==> src/rtl/lcd_host_pkg.sv <==
// Shared constants for the LCD host port.
// Assumes an 8-bit bus split into two 4-bit halves.
package lcd_host_pkg;
    localparam int BYTE_W = 8;
    localparam int NIB_W  = BYTE_W / 2;
    localparam int ADDR_W = BYTE_W - 1;
    typedef logic [BYTE_W-1:0] byte_t;

    // Status word: busy flag above the address counter.
    function automatic byte_t status_word(input logic busy, input logic [ADDR_W-1:0] addr);
        return {busy, addr};
    endfunction
endpackage

==> src/rtl/lcd_host_sync.sv <==
// Multi-stage synchronizer for a bundle of asynchronous control bits.
// Assumes each bit is independently meaningful (no bus coherency needed).
module lcd_host_sync #(
    parameter int W      = 3,
    parameter int STAGES = 2
) (
    input  logic         clk,
    input  logic         rst_n,
    input  logic [W-1:0] async_in,
    output logic [W-1:0] sync_out
);
    logic [W-1:0] stage_q [STAGES];

    generate
        for (genvar s = 0; s < STAGES; s++) begin : g_stage
            // Shift one stage of the synchronizer chain.
            always_ff @(posedge clk) begin
                if (!rst_n)
                    stage_q[s] <= '0;
                else if (s == 0)
                    stage_q[s] <= async_in;
                else
                    stage_q[s] <= stage_q[s-1];
            end
        end
    endgenerate

    assign sync_out = stage_q[STAGES-1];
endmodule

==> src/rtl/lcd_host_nibble.sv <==
// Tracks the nibble phase in narrow mode, assembles written bytes and
// selects the read lanes. Assumes `fall` is a one-cycle completion pulse.
module lcd_host_nibble
    import lcd_host_pkg::*;
(
    input  logic  clk,
    input  logic  rst_n,
    input  logic  wide,
    input  logic  fall,
    input  logic  is_read,
    input  byte_t wdata,
    input  byte_t rbyte,
    output logic  done,
    output byte_t byte_out,
    output byte_t rd_lanes
);
    logic             phase_q;   // 1: low nibble comes next
    logic             wide_q;
    logic [NIB_W-1:0] hi_q;

    // Track the nibble phase; a width change clears it.
    always_ff @(posedge clk) begin
        if (!rst_n) begin
            phase_q <= 1'b0;
            wide_q  <= wide;
        end else begin
            wide_q <= wide;
            if (wide != wide_q)
                phase_q <= 1'b0;
            else if (fall && !wide)
                phase_q <= ~phase_q;
        end
    end

    // Hold the high nibble of a narrow write.
    always_ff @(posedge clk) begin
        if (!rst_n)
            hi_q <= '0;
        else if (fall && !wide && !phase_q && !is_read)
            hi_q <= wdata[BYTE_W-1:NIB_W];
    end

    // A byte completes on every wide access, or on the second narrow one.
    assign done     = fall && (wide || phase_q);
    assign byte_out = wide ? wdata : {hi_q, wdata[BYTE_W-1:NIB_W]};

    // Route the requested half onto the upper lines in narrow mode.
    always_comb begin
        if (wide)
            rd_lanes = rbyte;
        else if (phase_q)
            rd_lanes = {rbyte[NIB_W-1:0], {NIB_W{1'b0}}};
        else
            rd_lanes = {rbyte[BYTE_W-1:NIB_W], {NIB_W{1'b0}}};
    end


    phase_wide_chk: assert property (@(posedge clk) disable iff (!rst_n)
        (wide && $past(wide)) |-> !phase_q);
endmodule

==> src/rtl/lcd_host_port.sv <==
// Parallel host port of a character LCD controller. Decodes select,
// read/write and enable into instruction/data strobes and status/data
// reads. Assumes host data stays stable while enable is high and for at
// least STAGES clocks after it falls.
module lcd_host_port
    import lcd_host_pkg::*;
#(
    parameter int SYNC_STAGES = 2
) (
    input  logic              clk,
    input  logic              rst_n,
    input  logic              bus_en,
    input  logic              bus_rs,
    input  logic              bus_rw,
    input  logic [BYTE_W-1:0] bus_din,
    output logic [BYTE_W-1:0] bus_dout,
    output logic [BYTE_W-1:0] bus_oe,
    input  logic              wide_bus,
    input  logic              core_busy,
    input  logic [ADDR_W-1:0] core_addr,
    input  logic [BYTE_W-1:0] core_rdata,
    output logic              instr_wr,
    output logic              data_wr,
    output logic [BYTE_W-1:0] wr_byte,
    output logic              addr_step
);
    localparam byte_t OE_NARROW = {{NIB_W{1'b1}}, {NIB_W{1'b0}}};

    logic [2:0] ctl_s;
    logic       en_s, rs_s, rw_s, en_d, fall, done;
    byte_t      hold_q, byte_out, rd_lanes, rbyte;

    lcd_host_sync #(.W(3), .STAGES(SYNC_STAGES)) u_sync (
        .clk      (clk),
        .rst_n    (rst_n),
        .async_in ({bus_en, bus_rs, bus_rw}),
        .sync_out (ctl_s)
    );
    assign en_s = ctl_s[2];
    assign rs_s = ctl_s[1];
    assign rw_s = ctl_s[0];

    // Delay the synchronized enable and sample data while it is high.
    always_ff @(posedge clk) begin
        if (!rst_n) begin
            en_d   <= 1'b0;
            hold_q <= '0;
        end else begin
            en_d <= en_s;
            if (en_s)
                hold_q <= bus_din;
        end
    end

    assign fall  = en_d && !en_s;
    assign rbyte = rs_s ? core_rdata : status_word(core_busy, core_addr);

    lcd_host_nibble u_nib (
        .clk      (clk),
        .rst_n    (rst_n),
        .wide     (wide_bus),
        .fall     (fall),
        .is_read  (rw_s),
        .wdata    (hold_q),
        .rbyte    (rbyte),
        .done     (done),
        .byte_out (byte_out),
        .rd_lanes (rd_lanes)
    );

    // Issue the one-cycle strobes when a byte completes.
    always_ff @(posedge clk) begin
        if (!rst_n) begin
            instr_wr  <= 1'b0;
            data_wr   <= 1'b0;
            addr_step <= 1'b0;
            wr_byte   <= '0;
        end else begin
            instr_wr  <= done && !rw_s && !rs_s;
            data_wr   <= done && !rw_s && rs_s;
            addr_step <= done && rs_s;
            if (done && !rw_s)
                wr_byte <= byte_out;
        end
    end

    // Drive the pads only during a read with enable high.
    assign bus_dout = rd_lanes;
    assign bus_oe   = (en_s && rw_s) ? (wide_bus ? '1 : OE_NARROW) : '0;


    wr_excl_chk: assert property (@(posedge clk) disable iff (!rst_n)
        !(instr_wr && data_wr));

    instr_pulse_chk: assert property (@(posedge clk) disable iff (!rst_n)
        instr_wr |=> !instr_wr);

    step_not_instr_chk: assert property (@(posedge clk) disable iff (!rst_n)
        instr_wr |-> !addr_step);

    step_pulse_chk: assert property (@(posedge clk) disable iff (!rst_n)
        addr_step |=> !addr_step);

    low_lanes_idle_chk: assert property (@(posedge clk) disable iff (!rst_n)
        !wide_bus |-> (bus_oe[NIB_W-1:0] == '0));
endmodule

==> config.mk <==
export PLATFORM = sky130hd
export DESIGN_NAME = lcd_host_port
export DESIGN_NICKNAME = d
export VERILOG_FILES = /design/src/rtl/lcd_host_pkg.sv /design/src/rtl/lcd_host_sync.sv /design/src/rtl/lcd_host_nibble.sv /design/src/rtl/lcd_host_port.sv
export SDC_FILE = /design/constraint.sdc
export NUM_CORES = 1
export LEC_CHECK = 0
export ABC_AREA = 1
export BUFFER_PORTS_ARGS = -buffer_cell sky130_fd_sc_hd__buf_4
export CORE_ASPECT_RATIO = 1.1
export CORE_MARGIN = 2
export CORE_UTILIZATION = 30
export DETAILED_ROUTE_END_ITERATION = 7
export SYNTH_ARGS = -nofsm -noshare
export SYNTH_HDL_FRONTEND = slang
export SYNTH_SLANG_ARGS = --single-unit
==> constraint.sdc <==
create_clock -name clk -period 1.1 [get_ports clk]
set_input_delay 0.055 -clock clk [delete_from_list [all_inputs] [get_ports clk]]
set_output_delay 0.055 -clock clk [all_outputs]
set_load 0.02 [all_outputs]
Yosys cells after proc, flatten, opt, wreduce, memory -nomap -nowiden
Memory sizes are Yosys's and may differ from the RTL's.
Index checks and enable logic that the tools add are counted.
- muxes and demuxes: 10
- bitwise gates (word level): 4
- reduce and logical (&&, ||, !) cells: 17
- equal/unequal tests: 1
- operators with widths (cell ; count):
    8-bit 2-to-1 mux ; 5
    1-bit logical AND ; 10
    3-bit 2-to-1 mux ; 2
    1-bit zero test ; 5
    4-bit 2-to-1 mux ; 1
    1-bit 2-to-1 mux ; 2
    1-bit NOT ; 2
    1-bit OR ; 2
    2-bit OR reduction ; 1
    1-bit logical OR ; 1
    1-bit != test ; 1
- flip-flop bits (word level): 26
- memories: 1
- output and inout port bits: 27
- bits in writable memories: 6
- memories (name ; depth ; width ; rd ports ; clocked after memory_dff ; write ports ; RTL line ; source):
    u_sync.stage_q ; 2 ; 3 ; 2 ; 0 ; 2 ; lcd_host_sync.sv:12 ; logic [W-1:0] stage_q [STAGES];

Depth between registers and ports, before layout
Gate-level depths: netlist of the first run.
- depth in word-level cells: 5
- gate-level depth with buffers: 6
- mapped depth without buffers: 6

By module
From an unflattened synthesis of the first run, not the netlist that was laid out.
- cells, all modules: 241
- area total of the unflattened synthesis: 1555.2 um2
- by module, submodules not included (module ; cells each ; seq. area each (um2) ; instances ; area an instance (um2)):
    lcd_host_port ; 137 ; 400.4 ; 1 ; 914.6
    lcd_host_nibble ; 86 ; 120.1 ; 1 ; 475.5
    lcd_host_sync ; 18 ; 120.1 ; 1 ; 165.2

Worst setup path before layout of the first run
No wires, ideal clock.
- path type: register to output
- from: mem u_sync.stage_q[1][1]
- to: out bus_dout[4]
- data arrival time: 1.143 ns
- path slack: -0.098 ns
- stages on the path, launching flop included: 5
- buffers on the path: 1
- cell sequence: dfxtp_1 buf_4 clkinv_1 o21ai_0 o21ai_0
- RTL lines (what ; RTL line ; source):
    start, declared ; lcd_host_sync.sv:12 ;
    end, declared ; lcd_host_port.sv:16 ; output logic [BYTE_W-1:0] bus_dout,

==> results of run 1 <==
cell type report:
type	count	area, um^2
Clock buffer	7	96.3
Multi-Input combinational cell	140	729
Tap cell	56	70.1
Fill cell	490	2390
Sequential cell	32	651
Timing Repair inverter	1	7.51
Timing Repair Buffer	74	607
Inverter	32	131
state kept, by name (all words and copies together), names as in the netlist:
signal and flops:
en_d 1, u_sync.stage_q 6, instr_wr 1, wr_byte 8, u_nib.hi_q 4, addr_step 1
u_nib.wide_q 1, data_wr 1, hold_q 8, u_nib.phase_q 1
cell usage after synthesis:
library cell | n | area [um^2]
nand3_4 | 1 | 17.5
nand3_2 | 1 | 10.0
a21oi_1 | 6 | 30.0
nor3_2 | 2 | 20.0
o22ai_1 | 2 | 12.5
nor3_1 | 1 | 5.00
nor2_1 | 41 | 154
clkbuf_1 | 2 | 7.51
nor2_4 | 1 | 11.3
or2_2 | 4 | 25.0
nand2_1 | 54 | 203
inv_1 | 31 | 116
buf_6 | 1 | 11.3
clkinv_1 | 1 | 3.75
buf_4 | 8 | 60.1
o21ai_0 | 24 | 120
dfxtp_1 | 32 | 641
buf_2 | 3 | 15.0
power breakdown:
group	switching, mW	internal (mW)
clock network	0.395	0.556
registers	0.0216	1.19
logic	0.210	0.203
logic make-up after synthesis:
logic type      after synthesis  share of synthesized area
compound gates               32                      0.111
flops                        32                      0.438
simple gates                105                      0.305
buf+inv                      46                      0.146
path summary, 6_finish.rpt:
| check | startpoint | depth (start not counted) | endpoint |
|---|---|---|---|
| worst max register to register | u_sync.stage_q[1][2] | 5 | wr_byte[2] |
| worst max-delay path | u_sync.stage_q[1][1] | 4 | bus_dout[5] |
| worst min-delay path | bus_din[0] | 3 | hold_q[0] |
| worst min register to register | u_sync.stage_q[0][2] | 2 | u_sync.stage_q[1][2] |
timing repair:
item                                    4_1_cts  5_1_grt
endpoints found under the setup margin       16       28
pin swaps                                     9        9
buffers inserted                              2        4
gates resized for setup                      28       26
cloned                                        0        4
hold buffers                                  3        1
endpoints found under the hold margin         3        1
tightest hold or removal path, delay by kind of cell:
kind                   cells  cell delay (ns)
and+or+nand+nor            2             0.11
buffers and inverters      1             0.07
per-layer routing:
layer | GRT usage | wire length (um) | vias to the layer above | part of all wire
met5 | 0 | 0 | - | 0
li1 | - | - | 790 | -
met1 | 0.159 | 1640 | 646 | 0.44
met3 | 0.0394 | 143 | 2 | 0.039
met4 | 0.0340 | 15 | 0 | 0.0040
met2 | 0.191 | 1910 | 27 | 0.51
per-stage QoR:
step                       util  TNS [ns]
after floorplan               -         0
after global placement    0.410    -0.525
after detailed placement  0.410    -0.742
after CTS                 0.455     -1.37
after global routing      0.489     -3.14
final                     0.489     -1.57
==> results.py, run 1 <==
metrics = {
    "place": {
        "place_ws_ns": -0.125,
        "io_buffers": 56,
        "gp_congestion": 0.768,
        "placedInstanceArea_um2": 1920,
        "place_inst": 321,
        "hpwlAfterDp_um": 2360,
    },
    "cells_and_area": {
        "fin_nets": 316,
        "final_cell_mix": "59 x buf_4, 48 x nand2_1, 38 x nor2_1",
        "fin_cells": 342,
        "drive_gt1_frac": 0.395,
        "n_antenna_cell": 0,
        "finalInstanceArea_um2": 2290,
        "area_delta_synth_final_pct": 56.7,
        "final_common_cell": "buf_4",
    },
    "routing": {
        "avgRoutedWirePerCell_um": 10.8,
        "via_per_inst": 4.28,
        "drc": 0,
        "ant_nets": 0,
        "drt_iter0_drc": 76,
        "wl_um": 3710,
        "firstDrtPassIters": 4,
        "dr_total_vias": 1465,
    },
    "critical_path": {
        "worstSetupStartpointType": "flop",
        "max_stage_delay_ns": 0.37,
        "critPathCaptureType": "output port",
        "cp_cell_sequence": "or2_4, o21ai_2, o22ai_1, buf_4",
        "crit_fanout": 7,
        "critPathBufInv": 1,
        "worstPathRequired_ns": 1.04,
        "critPathKind": "flop to output port",
        "regToRegSetupSlack_ns": -0.10,
        "critical_path.top_delay_family": "flip-flops",
        "crit_slowest_cell": "dfxtp_4",
        "cp.arrival_ns": 1.19,
    },
    "timing": {
        "worst_slew_pin_slew_ns": 0.330,
        "holdWs_ns": 0.00642,
        "hold_viol": 0,
        "slew_headroom": 0.780,
        "setup_slack_ns": -0.149,
        "timing.final.crit_share": 1.14,
        "max_freq_ghz": 0.801,
        "period_needed_ns": 1.25,
        "fin_worst_skew_ns": 0.00587,
        "rsz0062_at_grt": "yes",
        "slew_viol_final": 0,
        "setup_violations": 17,
    },
    "cts": {
        "cts_max_level": 2,
        "clk_latency_ns": 0.27,
        "cts_buffers": 5,
        "clk_pin_slew_ns": 0.06,
        "clock_tree.root_cell": "clkbuf_8",
        "clock_path_buffers": 2,
        "cts.sinks": 32,
        "cts_tree": "done",
    },
    "logic_synthesis": {
        "yosysSeqAreaShare": 0.438,
        "yosysWarnings": 0,
        "syn_nets": 245,
        "synth_area_um2": 1460,
        "synth_cell_types": 18,
        "syn_avg_cell_area_um2": 6.80,
        "synth_seq_cells": 32,
        "synthCells": 215,
    },
    "floorplanning": {
        "ios": 57,
        "rows": 26,
        "die_h_um": 77.2,
        "coreArea_um2": 4680,
        "initial_utilization": 0.312,
        "die_area_um2": 5450,
        "fp.dieW_um": 70.6,
    },
    "grt": {
        "grt_start_max_net_pins": 21,
        "antenna_found_initial": 0,
        "grt_overflow_total": 0,
        "grt_pass1_vias": 1188,
        "grt_pass1_wl_um": 5370,
        "grtUsageTotal": 0.121,
    },
    "pwr": {
        "p_leak_nw": 1.16,
        "ir_worst_vdd_v": 0.000659,
        "powerDensity_nw_per_um2": 1130,
        "total_power_mw": 2.58,
    },
    "min_path": {
        "hold_class": "input pin to flop",
    },
    "status": {
        "violations": "negative setup slack",
        "outcome": "finished, violations left",
    },
    "run": {
        "maxCapViolCount": 0,
    },
}
Note: power is estimated with default switching activity, not from simulation.
==> run 2, diff against run 1 <==
- CORE_ASPECT_RATIO: 1.1 -> 1.75
==> results.py, run 2 (same netlist as run 1, synthesis figures left out) <==
metrics = {
    "pwr": {
        "powerDensity_nw_per_um2": 1140,
        "ir_worst_vdd_v": 0.000901,
        "p_leak_nw": 1.17,
        "total_power_mw": 2.60,
    },
    "cells_and_area": {
        "n_antenna_cell": 0,
        "final_common_cell": "buf_4",
        "final_cell_mix": "61 x buf_4, 46 x nand2_1, 36 x nor2_1",
        "reg_top3": "hold_q (8), wr_byte (8), u_sync.stage_q (6)",
        "fin_nets": 316,
        "area_delta_synth_final_pct": 56.0,
        "drive_gt1_frac": 0.399,
        "final_util": 0.485,
    },
    "cts": {
        "clock_tree.root_cell": "clkbuf_8",
        "clk_pin_slew_ns": 0.06,
        "cts_max_level": 2,
        "clock_path_buffers": 2,
        "cts_buffers": 5,
        "cts.sinks": 32,
        "clk_latency_ns": 0.28,
        "cts_tree": "done",
    },
    "timing": {
        "max_freq_ghz": 0.745,
        "period_needed_ns": 1.34,
        "slew_headroom": 0.816,
        "rsz0062_at_grt": "yes",
        "timing.final.crit_share": 1.22,
        "fin_worst_skew_ns": 0.00515,
        "setup_violations": 14,
        "hold_viol": 0,
        "slew_viol_final": 0,
        "setup_slack_ns": -0.242,
        "worst_slew_pin_slew_ns": 0.275,
    },
    "critical_path": {
        "reg2reg_to": "u_nib.phase_q",
        "critPathCaptureType": "output port",
        "crit_fanout": 4,
        "critical_path.top_delay_family": "flip-flops",
        "crit_slowest_cell": "dfxtp_2",
        "critPathBufInv": 2,
        "max_stage_delay_ns": 0.33,
        "cp.arrival_ns": 1.29,
        "worstPathRequired_ns": 1.04,
        "r2r-start": "u_sync.stage_q[1][2]",
        "critPathKind": "flop to output port",
        "cp.depth": 5,
        "cp_cell_sequence": "buf_6, or2_4, o21ai_2, o22ai_1, buf_4",
        "worstRegToRegCells": 5,
        "regToRegSetupSlack_ns": -0.08,
        "worstSetupStartpointType": "flop",
    },
    "min_path": {
        "min_delay_path_depth": 3,
        "worst_hold_path.endpoint": "hold_q[0]",
        "hold_class": "input pin to flop",
        "hp-start": "bus_din[0]",
    },
    "floorplanning": {
        "rows": 33,
        "coreArea_um2": 4710,
        "ios": 57,
        "die_h_um": 96.4,
        "initial_utilization": 0.311,
        "fp.dieW_um": 56.8,
        "die_area_um2": 5470,
    },
    "place": {
        "gp_congestion": 0.781,
        "place_ws_ns": -0.0567,
        "io_buffers": 56,
        "hpwlAfterDp_um": 2370,
    },
    "grt": {
        "grt_overflow_total": 0,
        "grt_pass1_vias": 1412,
        "grt_pass1_wl_um": 5800,
        "grt_start_max_net_pins": 21,
        "antenna_found_initial": 0,
        "grtUsageTotal": 0.138,
    },
    "routing": {
        "ant_nets": 0,
        "avgRoutedWirePerCell_um": 11.1,
        "via_per_inst": 4.32,
        "drc": 0,
        "dr_total_vias": 1459,
        "drt_iter0_drc": 20,
        "wl_um": 3750,
        "firstDrtPassIters": 4,
    },
    "status": {
        "violations": "negative setup slack",
        "outcome": "finished, violations left",
    },
    "run": {
        "maxCapViolCount": 0,
    },
}
run 2: changes by cell type in the layout (fill, tap and decap cells not counted), moves of 2 or more:
cell,before,now
nor2_2,2,4
nor2_1,38,36
o21ai_0,16,11
buf_6,11,8
dlygate4sd3_1,4,6
nand2_1,48,46
buf_4,59,61
o21ai_1,3,9
run 2: layer usage:
metal,vias to the layer above,share of wire,track usage
met3,10,0.035,0.0399
met4,0,0.034,0.0872
met1,629,0.37,0.133
met5,-,0,0
met2,31,0.56,0.256
li1,789,-,-
run 2: area by class of cell:
type | count | area [um^2]
inverters | 32 | 129
well taps | 52 | 65.1
repair buffers | 75 | 608
flip-flops and latches | 32 | 648
repair inverters | 1 | 7.51
multi-input cells | 139 | 728
fillers | 530 | 2420
clock buffers | 7 | 96.3
run 2: where the power goes:
part | switching, mW | total (mW) | internal [mW]
logic | 0.206 | 0.412 | 0.206
clock network | 0.413 | 0.969 | 0.557
registers | 0.0209 | 1.22 | 1.20
total | 0.640 | 2.60 | 1.96
run 2: worst max-delay path by stage:
stage	from	endpoint
after global routing	u_sync.stage_q[1][1]	bus_dout[6]
after floorplan	u_sync.stage_q[1][1]	bus_dout[5]
after global placement	u_sync.stage_q[1][1]	bus_dout[6]
after detailed placement	u_sync.stage_q[1][1]	bus_dout[6]
final	u_sync.stage_q[1][1]	bus_dout[6]
after CTS	u_sync.stage_q[1][1]	bus_dout[6]
run 2: worst min-delay path, cell delays in order:
cell and delay (ns):
buf_4 0.08, nor2_1 0.03, nor2_1 0.09
run 2: repair_timing:
action / in CTS / in global routing
buffers inserted: 2 / 2
hold buffers: 6 / 0
gates cloned: 0 / 3
pin swaps: 10 / 6
hold endpoints to repair: 6 / 0
gates resized for setup: 28 / 29
endpoints found under the setup margin: 16 / 31
run 2: per-stage QoR:
stage	setup TNS (ns)	hold slack, ns	cell area (um^2)	std cells
detailed placement	-0.213	0.240	1920	318
finish	-1.75	0.0132	2280	338
global placement	-0.121	0.237	1920	318
CTS	-1.69	0.0105	2170	333
global route	-3.41	0.0325	2280	338
floorplan	0	0.0827	1470	215
==> run 3, diff against run 2 <==
- TNS_END_PERCENT: unset -> 10
==> results.py, run 3 (same netlist as run 1, synthesis figures left out) <==
metrics = {
    "run": {
        "maxCapViolCount": 0,
    },
    "cts": {
        "cts_tree": "done",
        "cts_buffers": 5,
        "clock_tree.root_cell": "clkbuf_8",
        "clk_latency_ns": 0.28,
        "cts_max_level": 2,
        "cts_setup_buffers": 0,
        "clk_pin_slew_ns": 0.06,
        "cts.sinks": 32,
        "clock_path_buffers": 2,
    },
    "critical_path": {
        "worstPathRequired_ns": 1.04,
        "r2r-start": "u_sync.stage_q[1][2]",
        "cp-endpoint": "bus_dout[6]",
        "worstSetupStartpointType": "flop",
        "cp-startpoint": "u_sync.stage_q[1][1]",
        "critPathKind": "flop to output port",
        "cp_cell_sequence": "buf_6, or2_4, o21ai_2, o22ai_1, buf_4",
        "crit_slowest_cell": "dfxtp_4",
        "crit_fanout": 5,
        "regToRegSetupSlack_ns": 0.05,
        "cp.arrival_ns": 1.30,
        "critPathCaptureType": "output port",
        "max_stage_delay_ns": 0.36,
        "worstRegToRegCells": 4,
        "reg2reg_to": "wr_byte[2]",
    },
    "floorplanning": {
        "die_area_um2": 5470,
        "die_h_um": 96.4,
        "rows": 33,
        "initial_utilization": 0.311,
        "fp.dieW_um": 56.8,
        "coreArea_um2": 4710,
        "ios": 57,
    },
    "cells_and_area": {
        "final_cell_mix": "63 x buf_4, 52 x nand2_1, 40 x nor2_1",
        "n_antenna_cell": 0,
        "final_util": 0.454,
        "area_delta_synth_final_pct": 46.2,
        "reg_top3": "hold_q (8), wr_byte (8), u_sync.stage_q (6)",
        "drive_gt1_frac": 0.332,
        "finalInstanceArea_um2": 2140,
        "final_common_cell": "buf_4",
        "fin_nets": 310,
    },
    "pwr": {
        "internal-power_mw": 1.94,
        "p_leak_nw": 1.13,
        "p_clk_frac": 0.377,
        "share_comb_of_total_power": 0.147,
        "powerDensity_nw_per_um2": 1190,
        "ir_worst_vdd_v": 0.000713,
        "power_frac_seq": 0.476,
        "p_sw_mw": 0.604,
        "switching_share": 0.237,
    },
    "timing": {
        "slew_headroom": 0.775,
        "timing.final.crit_share": 1.24,
        "hold_viol": 0,
        "worst_slew_pin_slew_ns": 0.337,
        "max_freq_ghz": 0.736,
        "period_needed_ns": 1.36,
        "fin_worst_skew_ns": 0.00216,
        "setup_slack_ns": -0.259,
        "setup_violations": 12,
        "slew_viol_final": 0,
        "holdWs_ns": 0.0560,
        "rsz0062_at_grt": "yes",
        "tns_ns": -1.93,
    },
    "grt": {
        "grt_start_max_net_pins": 21,
        "grt_overflow_total": 0,
        "grt_pass1_wl_um": 5400,
        "grt_pass1_vias": 1288,
        "antenna_found_initial": 0,
        "grtUsageTotal": 0.126,
    },
    "place": {
        "io_buffers": 56,
        "gp_congestion": 0.799,
        "hpwlAfterDp_um": 2350,
        "placedInstanceArea_um2": 1920,
        "place_ws_ns": -0.0896,
    },
    "status": {
        "violations": "negative setup slack",
        "outcome": "finished, violations left",
    },
    "routing": {
        "via_per_inst": 4.28,
        "dr.max_layer_used": "met4",
        "wl_met2_um": 1610,
        "firstDrtPassIters": 4,
        "drc": 0,
        "wl_um": 3170,
        "wl_met1_um": 1320,
        "route.met3.wl_um": 131,
        "drt_iter0_drc": 26,
        "dr_total_vias": 1421,
        "avgRoutedWirePerCell_um": 9.54,
        "ant_nets": 0,
    },
    "min_path": {
        "hold_class": "input pin to flop",
    },
}
run 3: layout make-up:
| class | instances | area [um^2] |
|---|---|---|
| Clock buffer | 7 | 96.3 |
| Fill cell | 524 | 2570 |
| Inverter | 32 | 121 |
| Multi-Input combinational cell | 137 | 641 |
| Sequential cell | 32 | 649 |
| Tap cell | 52 | 65.1 |
| Timing Repair Buffer | 72 | 566 |
run 3: worst max-delay path: cells and delay by family, from the launching register on:
kind	cells	cell delay [ns]
compound gates	2	0.17
buf+inv	2	0.28
flops	1	0.36
simple gates	1	0.22
run 3: layer usage:
metal,vias up,global-route usage
met2,29,0.218
met1,612,0.138
met5,-,0
li1,771,-
met3,9,0.0320
met4,0,0.0736
run 3: worst min path at each step:
stage / endpoint / start / cells after the start
final: hold_q[4] / bus_din[4] / 3
after CTS: hold_q[6] / bus_din[6] / 3
after global routing: hold_q[7] / bus_din[7] / 3
after floorplan: u_nib.wide_q / wide_bus / 0
after global placement: u_sync.stage_q[0][2] / bus_en / 3
after detailed placement: u_sync.stage_q[0][1] / bus_rs / 3
run 3: metrics by stage:
step,total power [mW],cells
floorplan,1.42,215
global placement,1.58,318
detailed placement,1.58,318
CTS,2.59,332
global route,2.68,332
finish,2.55,332
run 3: timing repair:
item / CTS / global route
endpoints found under the setup margin: 16 / 27
pin swaps: 5 / 5
gates resized for setup: 22 / 3
hold buffers: 7 / 0
hold endpoints to repair: 7 / 0
run 3: power groups by stage:
stage	combinational [mW]	clock, mW	sequential (mW)
3_5_place_dp	0.336	0	1.24
2_1_floorplan	0.174	0	1.25
5_1_grt	0.414	1.04	1.22
4_1_cts	0.376	0.996	1.21
3_3_place_gp	0.335	0	1.24
6_report	0.373	0.961	1.21
